==> src/rtl/irq_seq_pkg.sv <==
package irq_seq_pkg;

   typedef enum logic [2:0] {
      ST_IDLE,
      ST_PUSH_PSW,
      ST_PUSH_PC,
      ST_RD_PC,
      ST_RD_PSW,
      ST_DONE
   } seq_state_t;

   typedef enum logic [1:0] {
      SRC_NONE,
      SRC_PWR,
      SRC_TRACE,
      SRC_DEV
   } src_t;

   localparam int PSW_TRACE_BIT = 4;
   localparam int PSW_PRIO_LSB  = 5;
   localparam int PSW_PRIO_W    = 3;
   localparam int PSW_USED_BITS = 8;

endpackage

==> src/rtl/irq_arbiter.sv <==
module irq_arbiter
   import irq_seq_pkg::*;
#(
   parameter int DW           = 16,
   parameter int NUM_DEV      = 4,
   parameter int PRIO_BASE    = 4,
   parameter int DEV_VEC_BASE = 'o100,
   parameter int PF_VEC       = 'o24,
   parameter int TR_VEC       = 'o14,
   parameter bit HAS_TRACE    = 1'b1
) (
   input  logic                  pf_pend,
   input  logic                  trace_bit,
   input  logic [NUM_DEV-1:0]    dev_req,
   input  logic [PSW_PRIO_W-1:0] cur_prio,
   output logic                  take,
   output src_t                  src,
   output logic [DW-1:0]         vec,
   output logic [NUM_DEV-1:0]    dev_sel
);

   logic [NUM_DEV-1:0] elig;
   logic [NUM_DEV-1:0] win_onehot;
   logic [DW-1:0]      dev_vec;
   logic               dev_any;
   logic               trace_hit;

   generate
      for (genvar g = 0; g < NUM_DEV; g++) begin : g_elig
         localparam int LVL = PRIO_BASE + g;
         assign elig[g] = dev_req[g] && (PSW_PRIO_W'(LVL) > cur_prio);
      end
      if (HAS_TRACE) begin : g_trace
         assign trace_hit = trace_bit;
      end else begin : g_no_trace
         assign trace_hit = 1'b0;
      end
   endgenerate

   // higher index carries higher fixed priority, so the last hit wins
   always_comb begin
      win_onehot = '0;
      dev_vec    = '0;
      dev_any    = 1'b0;
      for (int i = 0; i < NUM_DEV; i++) begin
         if (elig[i]) begin
            win_onehot    = '0;
            win_onehot[i] = 1'b1;
            dev_vec       = DW'(DEV_VEC_BASE + 4 * i);
            dev_any       = 1'b1;
         end
      end
   end

   always_comb begin
      src = SRC_NONE;
      vec = '0;
      if (pf_pend) begin
         src = SRC_PWR;
         vec = DW'(PF_VEC);
      end else if (trace_hit) begin
         src = SRC_TRACE;
         vec = DW'(TR_VEC);
      end else if (dev_any) begin
         src = SRC_DEV;
         vec = dev_vec;
      end
   end

   assign take    = (src != SRC_NONE);
   assign dev_sel = (src == SRC_DEV) ? win_onehot : '0;

endmodule

==> src/rtl/irq_pc_psw.sv <==
module irq_pc_psw
   import irq_seq_pkg::*;
#(
   parameter int          DW       = 16,
   parameter logic [15:0] RESET_PC = 16'h0000
) (
   input  logic          clk,
   input  logic          rst_n,
   input  logic          pc_from_exec,
   input  logic [DW-1:0] next_pc,
   input  logic          pc_from_mem,
   input  logic          psw_from_mem,
   input  logic [DW-1:0] mem_rdata,
   input  logic          psw_from_exec,
   input  logic [DW-1:0] psw_wdata,
   output logic [DW-1:0] pc_q,
   output logic [DW-1:0] psw_q
);

   localparam logic [DW-1:0] USED_MASK = DW'((1 << PSW_USED_BITS) - 1);

   always_ff @(posedge clk) begin
      if (!rst_n) begin
         pc_q  <= DW'(RESET_PC);
         psw_q <= '0;
      end else begin
         if (pc_from_exec)
            pc_q <= next_pc;
         else if (pc_from_mem)
            pc_q <= mem_rdata;

         if (psw_from_mem)
            psw_q <= mem_rdata & USED_MASK;
         else if (psw_from_exec)
            psw_q <= psw_wdata & USED_MASK;
      end
   end

endmodule

==> src/rtl/irq_ctx_fsm.sv <==
module irq_ctx_fsm
   import irq_seq_pkg::*;
#(
   parameter int DW      = 16,
   parameter int NUM_DEV = 4
) (
   input  logic               clk,
   input  logic               rst_n,
   input  logic               instr_done,
   input  logic               take,
   input  src_t               src,
   input  logic [DW-1:0]      vec,
   input  logic [NUM_DEV-1:0] dev_sel,
   input  logic [DW-1:0]      sp_in,
   input  logic [DW-1:0]      psw_q,
   input  logic [DW-1:0]      pc_q,
   input  logic               mem_ack,
   output logic               idle,
   output logic               pf_clr,
   output logic               ld_pc,
   output logic               ld_psw,
   output logic               mem_req,
   output logic               mem_we,
   output logic [DW-1:0]      mem_addr,
   output logic [DW-1:0]      mem_wdata,
   output logic               seq_done,
   output logic               sp_wr,
   output logic [DW-1:0]      sp_out,
   output logic [NUM_DEV-1:0] dev_ack
);

   localparam logic [DW-1:0] WORD_STEP = DW'(2);

   seq_state_t         state, state_nx;
   logic [DW-1:0]      sp_work;
   logic [DW-1:0]      vec_q;
   logic               svc_q;
   logic [NUM_DEV-1:0] ack_q;
   logic               accept;
   logic               step;

   assign idle   = (state == ST_IDLE);
   assign accept = idle && instr_done && take;
   assign step   = mem_req && mem_ack;
   assign pf_clr = accept && (src == SRC_PWR);

   always_comb begin
      state_nx = state;
      case (state)
         ST_IDLE:     if (instr_done) state_nx = take ? ST_PUSH_PSW : ST_DONE;
         ST_PUSH_PSW: if (mem_ack) state_nx = ST_PUSH_PC;
         ST_PUSH_PC:  if (mem_ack) state_nx = ST_RD_PC;
         ST_RD_PC:    if (mem_ack) state_nx = ST_RD_PSW;
         ST_RD_PSW:   if (mem_ack) state_nx = ST_DONE;
         ST_DONE:     state_nx = ST_IDLE;
         default:     state_nx = ST_IDLE;
      endcase
   end

   always_ff @(posedge clk) begin
      if (!rst_n) begin
         state   <= ST_IDLE;
         sp_work <= '0;
         vec_q   <= '0;
         svc_q   <= 1'b0;
         ack_q   <= '0;
      end else begin
         state <= state_nx;
         ack_q <= accept ? dev_sel : '0;
         if (idle && instr_done) begin
            svc_q   <= take;
            sp_work <= sp_in;
            vec_q   <= vec;
         end else if (step && mem_we) begin
            sp_work <= sp_work - WORD_STEP;
         end
      end
   end

   always_comb begin
      mem_req   = 1'b0;
      mem_we    = 1'b0;
      mem_addr  = '0;
      mem_wdata = '0;
      case (state)
         ST_PUSH_PSW: begin
            mem_req   = 1'b1;
            mem_we    = 1'b1;
            mem_addr  = sp_work - WORD_STEP;
            mem_wdata = psw_q;
         end
         ST_PUSH_PC: begin
            mem_req   = 1'b1;
            mem_we    = 1'b1;
            mem_addr  = sp_work - WORD_STEP;
            mem_wdata = pc_q;
         end
         ST_RD_PC: begin
            mem_req  = 1'b1;
            mem_addr = vec_q;
         end
         ST_RD_PSW: begin
            mem_req  = 1'b1;
            mem_addr = vec_q + WORD_STEP;
         end
         default: ;
      endcase
   end

   assign ld_pc    = (state == ST_RD_PC) && mem_ack;
   assign ld_psw   = (state == ST_RD_PSW) && mem_ack;
   assign seq_done = (state == ST_DONE);
   assign sp_wr    = seq_done && svc_q;
   assign sp_out   = sp_work;
   assign dev_ack  = ack_q;

   // memory traffic only ever begins right after a boundary strobe
   p_start_at_boundary_r3: assert property (@(posedge clk) disable iff (!rst_n)
      $rose(mem_req) |-> $past(instr_done))
      else $error("memory access started without a boundary");

   // an unacknowledged access holds all of its fields
   p_stall_hold_r9: assert property (@(posedge clk) disable iff (!rst_n)
      (mem_req && !mem_ack) |=> (mem_req && $stable(mem_addr) && $stable(mem_we)
                                 && $stable(mem_wdata)))
      else $error("access changed while waiting for acknowledge");

   // done is a single-cycle pulse
   p_done_pulse_r10: assert property (@(posedge clk) disable iff (!rst_n)
      seq_done |=> !seq_done)
      else $error("done held longer than one cycle");

endmodule

==> src/rtl/irq_trap_seq.sv <==
module irq_trap_seq
   import irq_seq_pkg::*;
#(
   parameter int          DW           = 16,
   parameter int          NUM_DEV      = 4,
   parameter int          PRIO_BASE    = 4,
   parameter int          DEV_VEC_BASE = 'o100,
   parameter int          PF_VEC       = 'o24,
   parameter int          TR_VEC       = 'o14,
   parameter bit          HAS_TRACE    = 1'b1,
   parameter logic [15:0] RESET_PC     = 16'h0000
) (
   input  logic               clk,
   input  logic               rst_n,
   input  logic [NUM_DEV-1:0] dev_req,
   input  logic               pwr_fail,
   input  logic               instr_done,
   input  logic [DW-1:0]      next_pc,
   input  logic               psw_wr,
   input  logic [DW-1:0]      psw_wdata,
   input  logic [DW-1:0]      sp_in,
   output logic [DW-1:0]      pc_out,
   output logic [DW-1:0]      psw_out,
   output logic [DW-1:0]      sp_out,
   output logic               sp_wr,
   output logic               seq_done,
   output logic [NUM_DEV-1:0] dev_ack,
   output logic               mem_req,
   output logic               mem_we,
   output logic [DW-1:0]      mem_addr,
   output logic [DW-1:0]      mem_wdata,
   input  logic [DW-1:0]      mem_rdata,
   input  logic               mem_ack
);

   localparam int TOP_LVL = PRIO_BASE + NUM_DEV - 1;

   generate
      if (DW < 16 || (DW % 8) != 0) begin : g_bad_dw
         $error("DW must be a multiple of 8 and at least 16");
      end
      if (NUM_DEV < 1 || TOP_LVL > 7) begin : g_bad_dev
         $error("device priorities must fit the 3-bit priority field");
      end
   endgenerate

   logic                  idle, pf_clr, ld_pc, ld_psw;
   logic                  take;
   src_t                  src;
   logic [DW-1:0]         vec;
   logic [NUM_DEV-1:0]    dev_sel;
   logic [DW-1:0]         pc_q, psw_q;
   logic                  pf_q, pf_pend;
   logic [PSW_PRIO_W-1:0] cur_prio;

   assign cur_prio = psw_q[PSW_PRIO_LSB +: PSW_PRIO_W];

   always_ff @(posedge clk) begin
      if (!rst_n) begin
         pf_q    <= 1'b0;
         pf_pend <= 1'b0;
      end else begin
         pf_q    <= pwr_fail;
         pf_pend <= (pf_pend && !pf_clr) || (pwr_fail && !pf_q);
      end
   end

   irq_arbiter #(
      .DW(DW), .NUM_DEV(NUM_DEV), .PRIO_BASE(PRIO_BASE),
      .DEV_VEC_BASE(DEV_VEC_BASE), .PF_VEC(PF_VEC), .TR_VEC(TR_VEC),
      .HAS_TRACE(HAS_TRACE)
   ) u_arb (
      .pf_pend   (pf_pend),
      .trace_bit (psw_q[PSW_TRACE_BIT]),
      .dev_req   (dev_req),
      .cur_prio  (cur_prio),
      .take      (take),
      .src       (src),
      .vec       (vec),
      .dev_sel   (dev_sel)
   );

   irq_pc_psw #(.DW(DW), .RESET_PC(RESET_PC)) u_regs (
      .clk           (clk),
      .rst_n         (rst_n),
      .pc_from_exec  (idle && instr_done),
      .next_pc       (next_pc),
      .pc_from_mem   (ld_pc),
      .psw_from_mem  (ld_psw),
      .mem_rdata     (mem_rdata),
      .psw_from_exec (idle && psw_wr),
      .psw_wdata     (psw_wdata),
      .pc_q          (pc_q),
      .psw_q         (psw_q)
   );

   irq_ctx_fsm #(.DW(DW), .NUM_DEV(NUM_DEV)) u_fsm (
      .clk        (clk),
      .rst_n      (rst_n),
      .instr_done (instr_done),
      .take       (take),
      .src        (src),
      .vec        (vec),
      .dev_sel    (dev_sel),
      .sp_in      (sp_in),
      .psw_q      (psw_q),
      .pc_q       (pc_q),
      .mem_ack    (mem_ack),
      .idle       (idle),
      .pf_clr     (pf_clr),
      .ld_pc      (ld_pc),
      .ld_psw     (ld_psw),
      .mem_req    (mem_req),
      .mem_we     (mem_we),
      .mem_addr   (mem_addr),
      .mem_wdata  (mem_wdata),
      .seq_done   (seq_done),
      .sp_wr      (sp_wr),
      .sp_out     (sp_out),
      .dev_ack    (dev_ack)
   );

   assign pc_out  = pc_q;
   assign psw_out = psw_q;

   // fixed priority of the acknowledged device, for the checks below
   logic [PSW_PRIO_W-1:0] ack_lvl;
   always_comb begin
      ack_lvl = '0;
      for (int i = 0; i < NUM_DEV; i++)
         if (dev_ack[i]) ack_lvl = PSW_PRIO_W'(PRIO_BASE + i);
   end

   // at most one device is acknowledged at a time
   p_ack_onehot_r11: assert property (@(posedge clk) disable iff (!rst_n)
      $onehot0(dev_ack))
      else $error("several devices acknowledged");

   // an acknowledged device outranked the level in force at the boundary
   p_dev_above_level_r4: assert property (@(posedge clk) disable iff (!rst_n)
      (|dev_ack) |-> (ack_lvl > $past(cur_prio)))
      else $error("device serviced at or below the current level");

endmodule

==> config.mk <==
export PLATFORM = sky130hd
export DESIGN_NAME = irq_trap_seq
export DESIGN_NICKNAME = d
export VERILOG_FILES = /design/src/rtl/irq_seq_pkg.sv /design/src/rtl/irq_arbiter.sv /design/src/rtl/irq_pc_psw.sv /design/src/rtl/irq_ctx_fsm.sv /design/src/rtl/irq_trap_seq.sv
export SDC_FILE = /design/constraint.sdc
export NUM_CORES = 1
export LEC_CHECK = 0
export ABC_AREA = 0
export BUFFER_PORTS_ARGS = -buffer_cell sky130_fd_sc_hd__buf_4
export CAP_MARGIN = 20
export CORE_UTILIZATION = 40
export CTS_CLUSTER_DIAMETER = 100
export DETAILED_ROUTE_END_ITERATION = 10
export PLACE_DENSITY_LB_ADDON = 0.3
export SYNTH_ARGS = -nofsm -noshare
export SYNTH_HDL_FRONTEND = slang
export SYNTH_SLANG_ARGS = --single-unit
==> constraint.sdc <==
create_clock -name clk -period 2.35 [get_ports clk]
set_clock_uncertainty 0.05 [all_clocks]
set_input_delay 0.235 -clock clk [delete_from_list [all_inputs] [get_ports clk]]
set_output_delay 0.235 -clock clk [all_outputs]
set_load 0.03 [all_outputs]
# == Yosys cells after proc, flatten, opt, wreduce, memory -nomap -nowiden ==
# Cells that the tools add are included.
# word_totals
regBits,66
in_bits,74
out_inout_bits,88
wordCells,98
# op_classes
addsub,2
magnitude_cmp,4
n_eq_ne,12
mux,35
n_bitwise,3
n_reduce_logical,30
# ops
operator,n
2-to-1 mux 16 bit,6
case mux 16 bit (3 select lines),1
2-to-1 mux 7 bit,5
case mux 16 bit (2 select lines),1
2-to-1 mux 3 bit,7
adder 16 x 2 -> 16 bit (second input constant),1
2-to-1 mux 8 bit,2
subtractor 16 x 2 -> 16 bit (second input constant),1
logical AND 1 bit,15
case mux 3 bit (5 select lines),1
greater-than comparator 3 bit (first input constant),4
inequality test 2 bit (second input constant),5
2-to-1 mux 2 bit,4
nonzero test 2 bit,4
OR reduction 4 bit,2
2-to-1 mux 1 bit,7
== test 3 x 2 -> 1 bit (second input constant),2
== test 3 bit (second input constant),2
OR reduction 6 bit,1
AND reduction 5 bit,1
OR reduction 5 bit,1
2-to-1 mux 4 bit,1
== test 3 x 1 -> 1 bit (second input constant),1
zero test 3 bit,1
other kinds (7),10

# == Logic depth before layout (Yosys ltp) ==
# logic_depth
word_depth,15
ltp_mapped,6
depth_no_buf,6

# == By module ==
# From an unflattened synthesis, not the netlist that was laid out.
# unflattened
hier_cells,550
area_unflattened_um2,4409.2
# by_module_without_submodules
module,n_inst,cells_per_inst,area_each_um2,seq_area_each_um2
irq_ctx_fsm,1,391,2777.7,800.8
irq_pc_psw,1,114,1305.0,480.5
irq_arbiter,1,37,244.0,0.0
irq_trap_seq,1,8,82.6,40.0

# == Worst setup path after synthesis ==
# No wires, ideal clock.
# synth_path
path_kind,reg2out
from,register u_fsm.sp_work[1] (netlist: u_fsm.sp_out[1])
to,output port mem_addr[7]
arrival_time_ns,1.886
required_ns,2.065
path_slack_ns,0.179
path_stages_with_launch,7
n_path_buf,0
path_cell_list,dfxtp_1 -> inv_1 -> ha_1 -> or4b_4 -> nor2_2 -> xnor2_1 -> nor2_1
# synth_via
elab_chain_len,2
# synth_rtl
element,line_no,source
start: declaration,irq_ctx_fsm.sv:35,logic [DW-1:0] sp_work;
start signal: assignment,irq_ctx_fsm.sv:72,sp_work <= sp_in;
start signal: assignment,irq_ctx_fsm.sv:75,sp_work <= sp_work - WORD_STEP;
subtractor 16 x 2 -> 16 bit,"irq_ctx_fsm.sv:89, irq_ctx_fsm.sv:95",
case mux 16 bit (3 select lines),irq_ctx_fsm.sv:85,case (state)
end: declaration,irq_trap_seq.sv:30,"output logic [DW-1:0] mem_addr,"
# Every way passes these cells.

# == Final worst setup path ==
# layout_path
from,register u_fsm.sp_work[10] (netlist: u_fsm.sp_out[10])
to,output port mem_addr[14]
# Same word-level chain as after synthesis.

==> metrics.txt <==
critical path's top delay family simple AND/OR/NAND/NOR gates; R2R Setup Slk 0.29 ns; Fill cells 772; largest net degree at the start of global routing 33; fin nets 646; Post-Syn Instances 432; hpwl dp 7873 um; startpoint types flop; die area 0.008750 sq mm; synthesis-to-finish area growth 39.53%; status complete, no violations; CP Capture Type output port; die width about 94 um; DRC 0; Synth Area in Adders 0.006719; GP Congestion 0.8425; share of layout cells above drive strength 1 0.3409; hold path cells 2; reg2reg path depth 5; Finished Layout Cells 677; synth unique cells 60; Top-Level Pins between 150 and 200; pre-CTS worst setup slack 0.2548 ns; Synth Area in Simple Gates 0.2788; area of the mapped netlist 0.003352 sq mm; fin worst setup slack around 0.11 ns; Compound-Gate Fraction of Synth Area 0.2385; measured slew at the worst slew-check pin 0.5221 ns; top layer in use met4; max-slew violation count 0; FMAX 446.2 MHz; Top FF cell, synth dfxtp_1; Worst EP arrival 1.96 ns; clk_lat worst skew 0.31 ns; Crit Path Category flop to output port; met3 wire len 820 um; vias in the first global route 3483; clock tree sinks 54; RSZ-0062 raised after global routing false; sequential area share after synthesis 0.3225; CTS clock-pin slew for the worst setup and hold paths 0.10 ns; first drt pass iteration count 7; final setup violation count 0; worst min path class input pin to flop; Worst Min Path Start pwr_fail; gr usage total 0.2416; Critical Path RT 2.07 ns; Yosys Warn Count 0; Clk Tree Root Cell clkbuf_8; DR WL met2 just over 5000 um; Max Cap Viol 0; VDD IR max roughly 0.4 mV; RR Endpoint u_fsm.dev_ack[0]; fin crit period 2.241 ns; Final Hold Fails 0; number of flops mapped to enable cells by yosys 0; total leakage power about 0.0021 uW; Post-Synth XOR/XNOR Area 0.04181; WL/cell roughly 16 um; Synth Area per Inst 7.759 sq um; placed cells around 670; # port buffers 145; CP max FO 8; Routed WL ~11000 um; first-pass GRT wire length around 17000 um; reg-to-reg startpoint u_fsm.state[1]; Max stage delay on crit path 0.39 ns; M1 wire length 4532 um; floorplan die height 93.54 um; DRT iter0 DRCs about 160; mux share of post-synthesis cell area 0.02688; Hold Path End pf_q; number of routed nets with antenna violations 0; CTS H-tree depth 2; Final Power between 3000 and 4000 uW; Yosys reg bits 54; vias post-DR about 3.8k; Setup TNS 0 ns; grt ovf 0; core area approximately 0.0082 sq mm; initial antenna violation count 0; critical path cell sequence nor3_1 -> nand2_1 -> or3_1 -> a21oi_1 -> buf_4; WP buf/inv 1; fin crit share 0.9536; P per Cell Area 668.5 mW/mm^2; asr flop ratio synth 0; Starting Density 0.4100; Crit path depth 5; cell row count 33; cts bufs inserted 5; number of diodes 0; CTS Buffer Depth 2; CP max-delay cell dfxtp_1; largest family of logic cells by synthesized area simple AND/OR/NAND/NOR gates; max_slew headroom 0.6506; CTS tree yes; via density per instance 5.566
-- metrics by stage --
stage                     hold WS [ns]  utilization  area (sq um)
final                          0.08053       0.5721          4677
after global routing           0.06770       0.5721          4677
after CTS                      0.08096       0.5655          4623
after detailed placement        0.4062       0.5513          4507
after global placement          0.4025       0.5513          4507
after floorplan                 0.2631            -          3378
-- Yosys cell counts, types with 3 or more instances --
| cell | count | area (sq um) |
|---|---|---|
| a21oi_1 | 26 | 130.1 |
| a22oi_1 | 8 | 60.06 |
| a311oi_1 | 16 | 140.1 |
| a31oi_1 | 6 | 37.54 |
| a32oi_1 | 9 | 78.83 |
| and3_1 | 12 | 75.07 |
| buf_2 | 8 | 40.04 |
| buf_4 | 14 | 105.1 |
| buf_6 | 3 | 33.78 |
| clkbuf_1 | 17 | 63.81 |
| dfxtp_1 | 54 | 1081 |
| inv_1 | 8 | 30.03 |
| mux2i_1 | 9 | 90.09 |
| nand2_1 | 65 | 244.0 |
| nand2b_1 | 5 | 31.28 |
| nand3_1 | 13 | 65.06 |
| nand3b_1 | 3 | 22.52 |
| nor2_1 | 47 | 176.4 |
| nor2b_1 | 6 | 37.54 |
| nor3_1 | 11 | 55.05 |
| o211ai_1 | 4 | 30.03 |
| o21ai_0 | 20 | 100.1 |
| o21bai_1 | 3 | 22.52 |
| o41a_1 | 3 | 33.78 |
| or3_1 | 6 | 37.54 |
| xnor2_1 | 6 | 52.55 |
| xor2_1 | 10 | 87.58 |
-- registers in the layout, indices dropped and copies added, names as in the netlist --
register,flops
pf_pend,1
u_fsm.sp_out,16
pf_q,1
u_regs.pc_q,16
u_fsm.vec_q,4
u_regs.psw_q,8
u_fsm.svc_q,1
u_fsm.dev_ack,4
u_fsm.state,3
-- how the worst max path moves through the flow --
stage	from	to	slack (ns)
2_1_floorplan	u_fsm.sp_out[1]	mem_addr[7]	0.18
3_3_place_gp	u_fsm.state[1]	mem_wdata[4]	0.29
3_5_place_dp	u_fsm.sp_out[1]	mem_addr[15]	0.25
4_1_cts	u_fsm.sp_out[1]	mem_addr[15]	0.007
5_1_grt	u_fsm.sp_out[10]	mem_addr[14]	0.01
6_report	u_fsm.sp_out[10]	mem_addr[14]	0.11
-- per-layer routing --
layer	track usage	up-vias
li1	-	1817
met1	0.3006	1762
met2	0.4142	169
met3	0.05447	20
met4	0.07179	0
met5	0	-
-- what timing repair did --
item / 4_1_cts / 5_1_grt
gates resized for setup: 3 / 10
buffers inserted: 0 / 3
pin swaps: 1 / 3
hold buffers: 0 / 0
setup endpoints to repair: 21 / 20
-- cells in the final DEF, fill, tap and decap left out, types with 10 or more instances in the layout --
cell      synthesis  layout
dfxtp_1          54      51
nand2_1          65      64
o21ai_0          20      20
a311oi_1         16      16
nor2_1           47      47
nand3_1          13      13
buf_4            14     167
a21oi_1          26      26
nor3_1           11      11
xor2_1           10      10
and3_1           12      12
-- cells by family (layout without fill, tap and decap cells) --
group | after synthesis | in the layout
AOI/OAI and AO/OA | 113 | 113
xor gates and xnor gates | 16 | 16
adders and majority gates | 2 | 2
buffers and inverters | 52 | 185
DFF | 54 | 54
muxes | 9 | 9
other | 1 | 8
and+or+nand+nor | 185 | 185
-- layout make-up --
cell class | instances | area (sq um) | area share
Multi-Input combinational cell | 333 | 2054 | 0.4393
Timing Repair Buffer | 167 | 1254 | 0.2681
Sequential cell | 54 | 1090 | 0.2330
Tap cell | 105 | 131.4 | 0.02809
Clock buffer | 6 | 72.57 | 0.01552
Clock inverter | 2 | 37.54 | 0.008026
Inverter | 10 | 37.54 | 0.008026
-- report_power, final --
| part | leakage, uW | switching [uW] | internal [uW] |
|---|---|---|---|
| Combinational | 0.00157 | 804 | 542 |
| Clock | 0.0000514 | 312 | 318 |
| Sequential | 0.000447 | 138 | 1010 |
| Total | 0.00207 | 1250 | 1870 |
(Power assumes the default switching activity.)
